[config.mk]
export PLATFORM = sky130hd
export DESIGN_NAME = irq_gate_eval
export DESIGN_NICKNAME = d
export VERILOG_FILES = /design/src/rtl/irq_gate_pkg.sv /design/src/rtl/irq_csr_store.sv /design/src/rtl/irq_enable_chk.sv /design/src/rtl/irq_pend_cmp.sv /design/src/rtl/irq_gate_eval.sv
export SDC_FILE = /design/constraint.sdc
export NUM_CORES = 1
export LEC_CHECK = 0
export BUFFER_PORTS_ARGS = -buffer_cell sky130_fd_sc_hd__buf_4
export CAP_MARGIN = 20
export CORE_ASPECT_RATIO = 1.1
export CORE_UTILIZATION = 38
export DETAILED_ROUTE_END_ITERATION = 12
export GPL_TIMING_DRIVEN = 0
export PLACE_DENSITY = 0.67
export SLEW_MARGIN = 20
export SYNTH_ARGS = -nofsm -noshare
export SYNTH_HDL_FRONTEND = slang
export SYNTH_SLANG_ARGS = --single-unit
export TNS_END_PERCENT = 1
[constraint.sdc]
create_clock -name clk -period 2.2 [get_ports clk]
set_clock_uncertainty 0.15 [all_clocks]
set_input_delay 0.11 -clock clk [delete_from_list [all_inputs] [get_ports clk]]
set_output_delay 0.11 -clock clk [all_outputs]
set_load 0.02 [all_outputs]
[src/rtl/irq_gate_pkg.sv]
package irq_gate_pkg;
  parameter int unsigned IRQ_REG_W     = 32;
  parameter int unsigned IRQ_FIELD_LSB = 8;
  parameter int unsigned IRQ_FIELD_W   = 8;
  parameter int unsigned IRQ_SW_W      = 2;

  // control-word bit positions (low bits of the control word)
  localparam int unsigned CTL_IE  = 0;
  localparam int unsigned CTL_EXL = 1;
  localparam int unsigned CTL_ERL = 2;
  localparam int unsigned CTL_W   = 3;

  typedef enum logic {
    TGT_CONTROL = 1'b0,
    TGT_CAUSE   = 1'b1
  } irq_wr_tgt_e;

  // control bits after reset: only the error level is set
  localparam logic [CTL_W-1:0] CTL_RESET = CTL_W'(1) << CTL_ERL;
endpackage

[src/rtl/irq_csr_store.sv]
module irq_csr_store
  import irq_gate_pkg::*;
#(
  parameter int unsigned REG_W     = IRQ_REG_W,
  parameter int unsigned FIELD_LSB = IRQ_FIELD_LSB,
  parameter int unsigned FIELD_W   = IRQ_FIELD_W,
  parameter int unsigned SW_W      = IRQ_SW_W,
  localparam int unsigned HW_W     = FIELD_W - SW_W
) (
  input  logic               clk,
  input  logic               rst_n,
  input  logic               wr_en,
  input  irq_wr_tgt_e        wr_tgt,
  input  logic [REG_W-1:0]   wr_data,
  input  logic [HW_W-1:0]    hw_irq,
  output logic [CTL_W-1:0]   ctl_q,
  output logic [FIELD_W-1:0] mask_q,
  output logic [FIELD_W-1:0] pend_q
);
  logic ctl_wr;
  logic cause_wr;
  logic [FIELD_W-1:0] wr_field;
  logic unused_wr_bits;

  assign ctl_wr   = wr_en && (wr_tgt == TGT_CONTROL);
  assign cause_wr = wr_en && (wr_tgt == TGT_CAUSE);
  assign wr_field = wr_data[FIELD_LSB +: FIELD_W];
  assign unused_wr_bits = ^wr_data;

  always_ff @(posedge clk or negedge rst_n) begin
    if (!rst_n) begin
      ctl_q  <= CTL_RESET;
      mask_q <= '0;
    end else if (ctl_wr) begin
      ctl_q  <= wr_data[CTL_W-1:0];
      mask_q <= wr_field;
    end
  end

  for (genvar b = 0; b < FIELD_W; b++) begin : g_pend
    if (b < SW_W) begin : g_sw
      always_ff @(posedge clk or negedge rst_n) begin
        if (!rst_n)        pend_q[b] <= 1'b0;
        else if (cause_wr) pend_q[b] <= wr_field[b];
      end
    end else begin : g_hw
      always_ff @(posedge clk or negedge rst_n) begin
        if (!rst_n) pend_q[b] <= 1'b0;
        else        pend_q[b] <= hw_irq[b-SW_W];
      end
    end
  end

  // upper pending bits track the hardware lines, writes notwithstanding
  assert_hw_track_R7: assert property (@(posedge clk) disable iff (!rst_n)
    1'b1 |=> pend_q[FIELD_W-1:SW_W] == $past(hw_irq));
  // software bits hold without a cause write
  assert_sw_hold_R7: assert property (@(posedge clk) disable iff (!rst_n)
    !cause_wr |=> $stable(pend_q[SW_W-1:0]));
endmodule

[src/rtl/irq_enable_chk.sv]
module irq_enable_chk
  import irq_gate_pkg::*;
(
  input  logic             clk,
  input  logic             rst_n,
  input  logic [CTL_W-1:0] ctl_q,
  input  logic             dbg_mode,
  input  logic             thread_exempt,
  output logic             enabled
);
  function automatic logic ctl_allows(input logic [CTL_W-1:0] c);
    return c[CTL_IE] && !c[CTL_EXL] && !c[CTL_ERL];
  endfunction

  logic blocked_ext;
  assign blocked_ext = dbg_mode || thread_exempt;
  assign enabled     = ctl_allows(ctl_q) && !blocked_ext;

  assert_level_block_R1: assert property (@(posedge clk) disable iff (!rst_n)
    (ctl_q[CTL_EXL] || ctl_q[CTL_ERL] || !ctl_q[CTL_IE]) |-> !enabled);
  assert_debug_block_R2: assert property (@(posedge clk) disable iff (!rst_n)
    dbg_mode |-> !enabled);
  assert_exempt_block_R3: assert property (@(posedge clk) disable iff (!rst_n)
    thread_exempt |-> !enabled);
endmodule

[src/rtl/irq_pend_cmp.sv]
module irq_pend_cmp #(
  parameter int unsigned FIELD_W = 8
) (
  input  logic               clk,
  input  logic               rst_n,
  input  logic [FIELD_W-1:0] pend_f,
  input  logic [FIELD_W-1:0] mask_f,
  input  logic               ext_vec_mode,
  output logic               pending
);
  function automatic logic per_line_hit(input logic [FIELD_W-1:0] p,
                                        input logic [FIELD_W-1:0] m);
    return |(p & m);
  endfunction

  function automatic logic level_above(input logic [FIELD_W-1:0] p,
                                       input logic [FIELD_W-1:0] m);
    return p > m;
  endfunction

  logic hit_lines;
  logic hit_level;
  assign hit_lines = per_line_hit(pend_f, mask_f);
  assign hit_level = level_above(pend_f, mask_f);
  assign pending   = ext_vec_mode ? hit_level : hit_lines;

  assert_empty_mask_R4: assert property (@(posedge clk) disable iff (!rst_n)
    (!ext_vec_mode && mask_f == '0) |-> !pending);
  assert_zero_level_R5: assert property (@(posedge clk) disable iff (!rst_n)
    (ext_vec_mode && pend_f == '0) |-> !pending);
  assert_top_level_R5: assert property (@(posedge clk) disable iff (!rst_n)
    (ext_vec_mode && mask_f == '1) |-> !pending);
endmodule

[src/rtl/irq_gate_eval.sv]
module irq_gate_eval
  import irq_gate_pkg::*;
#(
  parameter int unsigned REG_W     = IRQ_REG_W,
  parameter int unsigned FIELD_LSB = IRQ_FIELD_LSB,
  parameter int unsigned FIELD_W   = IRQ_FIELD_W,
  parameter int unsigned SW_W      = IRQ_SW_W,
  localparam int unsigned HW_W     = FIELD_W - SW_W
) (
  input  logic             clk,
  input  logic             rst_n,
  input  logic             wr_en,
  input  logic             wr_sel,
  input  logic [REG_W-1:0] wr_data,
  input  logic [HW_W-1:0]  hw_irq,
  input  logic             dbg_mode,
  input  logic             thread_exempt,
  input  logic             ext_vec_mode,
  output logic             irq_enabled,
  output logic             irq_pending,
  output logic             take_irq
);
  logic [CTL_W-1:0]   ctl_q;
  logic [FIELD_W-1:0] mask_q;
  logic [FIELD_W-1:0] pend_q;
  logic               take_d;

  irq_csr_store #(
    .REG_W(REG_W), .FIELD_LSB(FIELD_LSB), .FIELD_W(FIELD_W), .SW_W(SW_W)
  ) u_store (
    .clk(clk), .rst_n(rst_n), .wr_en(wr_en),
    .wr_tgt(irq_wr_tgt_e'(wr_sel)), .wr_data(wr_data), .hw_irq(hw_irq),
    .ctl_q(ctl_q), .mask_q(mask_q), .pend_q(pend_q)
  );

  irq_enable_chk u_enable (
    .clk(clk), .rst_n(rst_n), .ctl_q(ctl_q), .dbg_mode(dbg_mode),
    .thread_exempt(thread_exempt), .enabled(irq_enabled)
  );

  irq_pend_cmp #(.FIELD_W(FIELD_W)) u_pend (
    .clk(clk), .rst_n(rst_n), .pend_f(pend_q), .mask_f(mask_q),
    .ext_vec_mode(ext_vec_mode), .pending(irq_pending)
  );

  assign take_d = irq_enabled && irq_pending;

  always_ff @(posedge clk or negedge rst_n) begin
    if (!rst_n) take_irq <= 1'b0;
    else        take_irq <= take_d;
  end

  // a take is only raised on the cycle after both qualifiers held
  assert_take_source_R9: assert property (@(posedge clk) disable iff (!rst_n)
    take_irq |-> $past(irq_enabled && irq_pending));
  // the error level from reset keeps the block silent
  assert_erl_silent_R8: assert property (@(posedge clk) disable iff (!rst_n)
    ctl_q[CTL_ERL] |=> !take_irq);
endmodule

==> results by stage <==
Run status:
- The flow ran to the end, and the final reports show no timing, DRC or antenna violations.

Logic synthesis:
- For this run, the number of Yosys warnings is 0.
- Each instance of the synthesized netlist takes up on average 11.6 µm².
- The register bit count reported by yosys is 20.
- The share of synthesized area in the top cell type comes to 0.466.
- By area the synthesized netlist is led by sky130_fd_sc_hd__dfrtp_1, sky130_fd_sc_hd__ha_1, sky130_fd_sc_hd__mux2_2, sky130_fd_sc_hd__o21ai_0, sky130_fd_sc_hd__nand2_1.
- By instance count, the leading cell after synthesis is sky130_fd_sc_hd__dfrtp_1.
- The net count after synthesis is 149.
- In this run the cell area of the synthesized design comes to 0.00102 mm².
- The share of synthesized registers carrying an async set or reset is 1.00.
- The number of flops mapped to enable cells by yosys is 0.
- The largest total area in the synthesized netlist belongs to sky130_fd_sc_hd__dfrtp_1.
- The flip-flop cell with the highest count after synthesis is sky130_fd_sc_hd__dfrtp_1.
- After synthesis, the most frequently instantiated cells are sky130_fd_sc_hd__dfrtp_1, sky130_fd_sc_hd__ha_1, sky130_fd_sc_hd__nand2_1.
- The count of cell types in the netlist is 20.
- Counting every instance in the synthesized netlist gives 88.
- For this run, the register share of the synthesized area comes to 0.491.

Clocking:
- For this design, the sink count on the clock tree is 20.
- The number of clock buffers inserted by TritonCTS is 3.
- The cell at the root of the clock tree is sky130_fd_sc_hd__clkbuf_4.
- The maximum number of buffers from clock root to sink is 2.
- The clock tree from TritonCTS is done.
- At the later pin of the worst-skew pair, clock insertion delay measures 0.30 ns.
- Clock-pin slew was measured on the worst setup and hold paths at 0.11 ns.
- In this run the number of H-tree levels came out at 1.

Min path:
- For hold timing, the worst endpoint is u_store.pend_q[1].
- The min-delay analysis places its worst path in the category input pin to register.
- The startpoint of the lowest-slack hold path is wr_en.
- Along the worst hold path, the cell count comes to 3.

Placement:
- The congestion estimate from routability-driven global placement came to 0.788.
- The standard cell area after detailed placement is 0.00125 mm².
- At the placement stage, the worst setup path has a slack of 0.200 ns.
- After legalization and detailed placement, the total HPWL measured 1500 µm.
- The number of buffers added on ports is 26.
- The number of placed instances with taps included is 145.

Floorplanning:
- The area of the die is 0.00290 mm².
- The area of the placeable core is 0.00252 mm².
- The initial cell density of the core is 0.405.
- 48 I/O pins were placed.
- After floorplanning, the core was divided into 19 placement rows.
- Measured along the y axis, the die boundary spans 56.4 µm.
- The floorplan die width is 51.4 µm.

Global routing:
- The via count of the first global-routing pass is 857.
- The number of antenna violations at the first check in global routing was 0.
- The total global routing overflow is 0.
- The all-layer global routing usage is 0.154.
- The pin count of the biggest net entering global routing is 21.
- The wire length of the first global-routing pass is 3310 µm.

Setup path:
- The length in cells of the worst reg-to-reg path is 5.
- The category of the critical setup timing path is register to output port.
- The worst setup path is captured at an output port.
- At the worst endpoint, the arrival time is 1.84 ns.
- Of all nets on the critical path, the largest fanout is 2.
- The flop-to-flop setup slack is 0.47 ns.
- For the worst setup path, the data required time is 1.94 ns.
- The worst register-to-register path begins at u_store.ctl_q[2].
- STA classifies the critical path startpoint as a register.
- The worst register-to-register path ends at take_irq.

Power and ir drop:
- The worst-case IR drop observed on VDD is 0.406 mV.
- The analysis attributes to net switching a power of 0.240 mW.
- The share of total power dissipated in combinational logic is 0.267.
- Of the total power, the share spent switching nets is 0.273.
- The clock group share of total power is 0.241.
- The total power density per cell area is 578 mW/mm².
- Of the total power, registers draw 0.492.
- The internal power component is 0.640 mW.
- For this design the static power due to leakage is 0.720 nW.

Finish:
- After filler insertion, the fill cell instance count of the layout stands at 212.
- The layout cell share with drive strength beyond 1 is 0.338.
- The finished cells cover 0.00152 mm².
- The final cell count without fillers is 170.
- The net count of the finished layout is 201.
- The final core utilization is 0.604.
- The antenna diode count is 0.
- The area growth from synthesis to layout is 49.0%.

Timing:
- The worst slew margin relative to its limit is 0.740.
- The setup-violating endpoint count in the final report is 0.
- The measured slew at the worst slew-check pin is 0.390 ns.
- Setup repair after global routing left no endpoint under its margin.
- The final max-slew violation count is 0.
- The setup slack of the critical path after layout is 0.0984 ns.
- The count of endpoints failing hold in the final timing report came to 0.
- Derived from the worst setup path, the maximum achievable clock frequency is 0.476 GHz.
- The time the final worst path needs with I/O delays and setup is 2.10 ns.
- Adding up every negative setup slack in the final design gives 0 ns.
- The post-route fraction of the period consumed by the critical path is 0.955.

Route:
- After detailed routing, the number of remaining DRC violations is 0.
- The detailed router placed 806 vias in this run.
- For this block, the initial DRC count from the detailed router was 9.
- Once detail routing completed, the nets flagged for antenna violations numbered 0.
- The detail-routed via count per cell is 4.74.
- Summed over all layers, the routed wires come to 2050 µm.
- The routed length per placed instance is 12.1 µm.
- The length of the first detailed-routing pass in iterations is 4.

Flow run:
- Max-cap violations in this run came to 0.
-- placed cells by master (no fill, tap or decap) --
cell	synthesis	layout
sky130_fd_sc_hd__a2111oi_4	1	1
sky130_fd_sc_hd__a21o_1	1	1
sky130_fd_sc_hd__a21oi_1	5	2
sky130_fd_sc_hd__a21oi_2	0	3
sky130_fd_sc_hd__buf_2	1	1
sky130_fd_sc_hd__buf_4	0	27
sky130_fd_sc_hd__clkbuf_1	1	1
sky130_fd_sc_hd__clkbuf_4	0	3
sky130_fd_sc_hd__clkbuf_8	0	1
sky130_fd_sc_hd__dfrtp_1	19	19
sky130_fd_sc_hd__dfstp_2	1	1
sky130_fd_sc_hd__dlygate4sd3_1	0	20
sky130_fd_sc_hd__ha_1	16	14
sky130_fd_sc_hd__ha_2	0	2
sky130_fd_sc_hd__inv_1	8	8
sky130_fd_sc_hd__mux2_2	6	6
sky130_fd_sc_hd__nand2_1	9	9
sky130_fd_sc_hd__nand2b_1	1	1
sky130_fd_sc_hd__nand4_1	2	2
sky130_fd_sc_hd__nor2_1	2	2
sky130_fd_sc_hd__nor2b_1	2	2
sky130_fd_sc_hd__nor4_1	2	1
sky130_fd_sc_hd__nor4_2	1	2
sky130_fd_sc_hd__o211ai_1	1	1
sky130_fd_sc_hd__o21a_1	1	1
sky130_fd_sc_hd__o21ai_0	8	8
-- worst max-delay path, cell delays in order (launching register included) --
cell and delay (ns):
sky130_fd_sc_hd__dfrtp_1 0.40, sky130_fd_sc_hd__ha_1 0.21, sky130_fd_sc_hd__nor4_2 0.30, sky130_fd_sc_hd__a21oi_2 0.12
sky130_fd_sc_hd__a2111oi_4 0.24, sky130_fd_sc_hd__a21oi_2 0.09, sky130_fd_sc_hd__buf_4 0.17
-- final cells by class --
| type | count | area [µm²] | share of cell area |
|---|---|---|---|
| multi-input cells | 58 | 503 | 0.331 |
| flip-flops and latches | 20 | 502 | 0.330 |
| repair buffers | 47 | 403 | 0.265 |
| well taps | 31 | 38.8 | 0.0255 |
| clock buffers | 4 | 36.3 | 0.0238 |
| inverters | 8 | 30.0 | 0.0197 |
| plain buffers | 2 | 8.76 | 0.00576 |
-- sequential cells by signal, summed over array words and instances, names as in the netlist --
register / count
u_store.mask_q: 8
u_store.pend_q: 8
u_store.ctl_q: 3
take_irq: 1
-- stage by stage --
| stage | power (mW) | hold WS (ns) |
|---|---|---|
| final | 0.880 | 0.0294 |
| after global placement | 0.630 | -0.149 |
| after floorplan | 0.557 | -0.336 |
| after detailed placement | 0.637 | -0.142 |
| after CTS | 0.889 | 0.0234 |
| after global routing | 0.930 | 0.0327 |
-- timing repair --
item,4_1_cts,5_1_grt
hold buffers,20,0
gates resized for setup,3,3
pin swaps,4,0
buffers inserted,1,0
setup endpoints to repair,1,1
endpoints found under the hold margin,40,0
-- cell families after synthesis --
family | count (synthesis) | share of synthesized area
DFF | 20 | 0.491
buffers and inverters | 10 | 0.0380
muxes | 6 | 0.0662
and+or+nand+nor | 19 | 0.0956
adders and majority gates | 16 | 0.196
AOI/OAI and AO/OA | 17 | 0.113
-- power groups by stage --
stage	logic (mW)	clock network, mW	registers (mW)
floorplan	0.124	0	0.433
CTS	0.236	0.220	0.433
finish	0.235	0.212	0.433
detailed placement	0.196	0	0.441
global route	0.258	0.234	0.437
global placement	0.192	0	0.437
-- how the worst max path moves through the flow --
stage	start	end
floorplan	u_store.mask_q[4]	irq_pending
global placement	u_store.pend_q[1]	irq_pending
detailed placement	u_store.pend_q[1]	irq_pending
CTS	u_store.mask_q[5]	irq_pending
global route	u_store.mask_q[5]	irq_pending
finish	u_store.mask_q[4]	irq_pending
-- layer usage --
layer,vias up,track usage,part of all wire
met4,0,0.0811,0.020
li1,402,-,-
met1,381,0.161,0.42
met3,4,0.0244,0.026
met2,19,0.282,0.53
met5,-,0,0
Power figures use the tool's default switching activity.
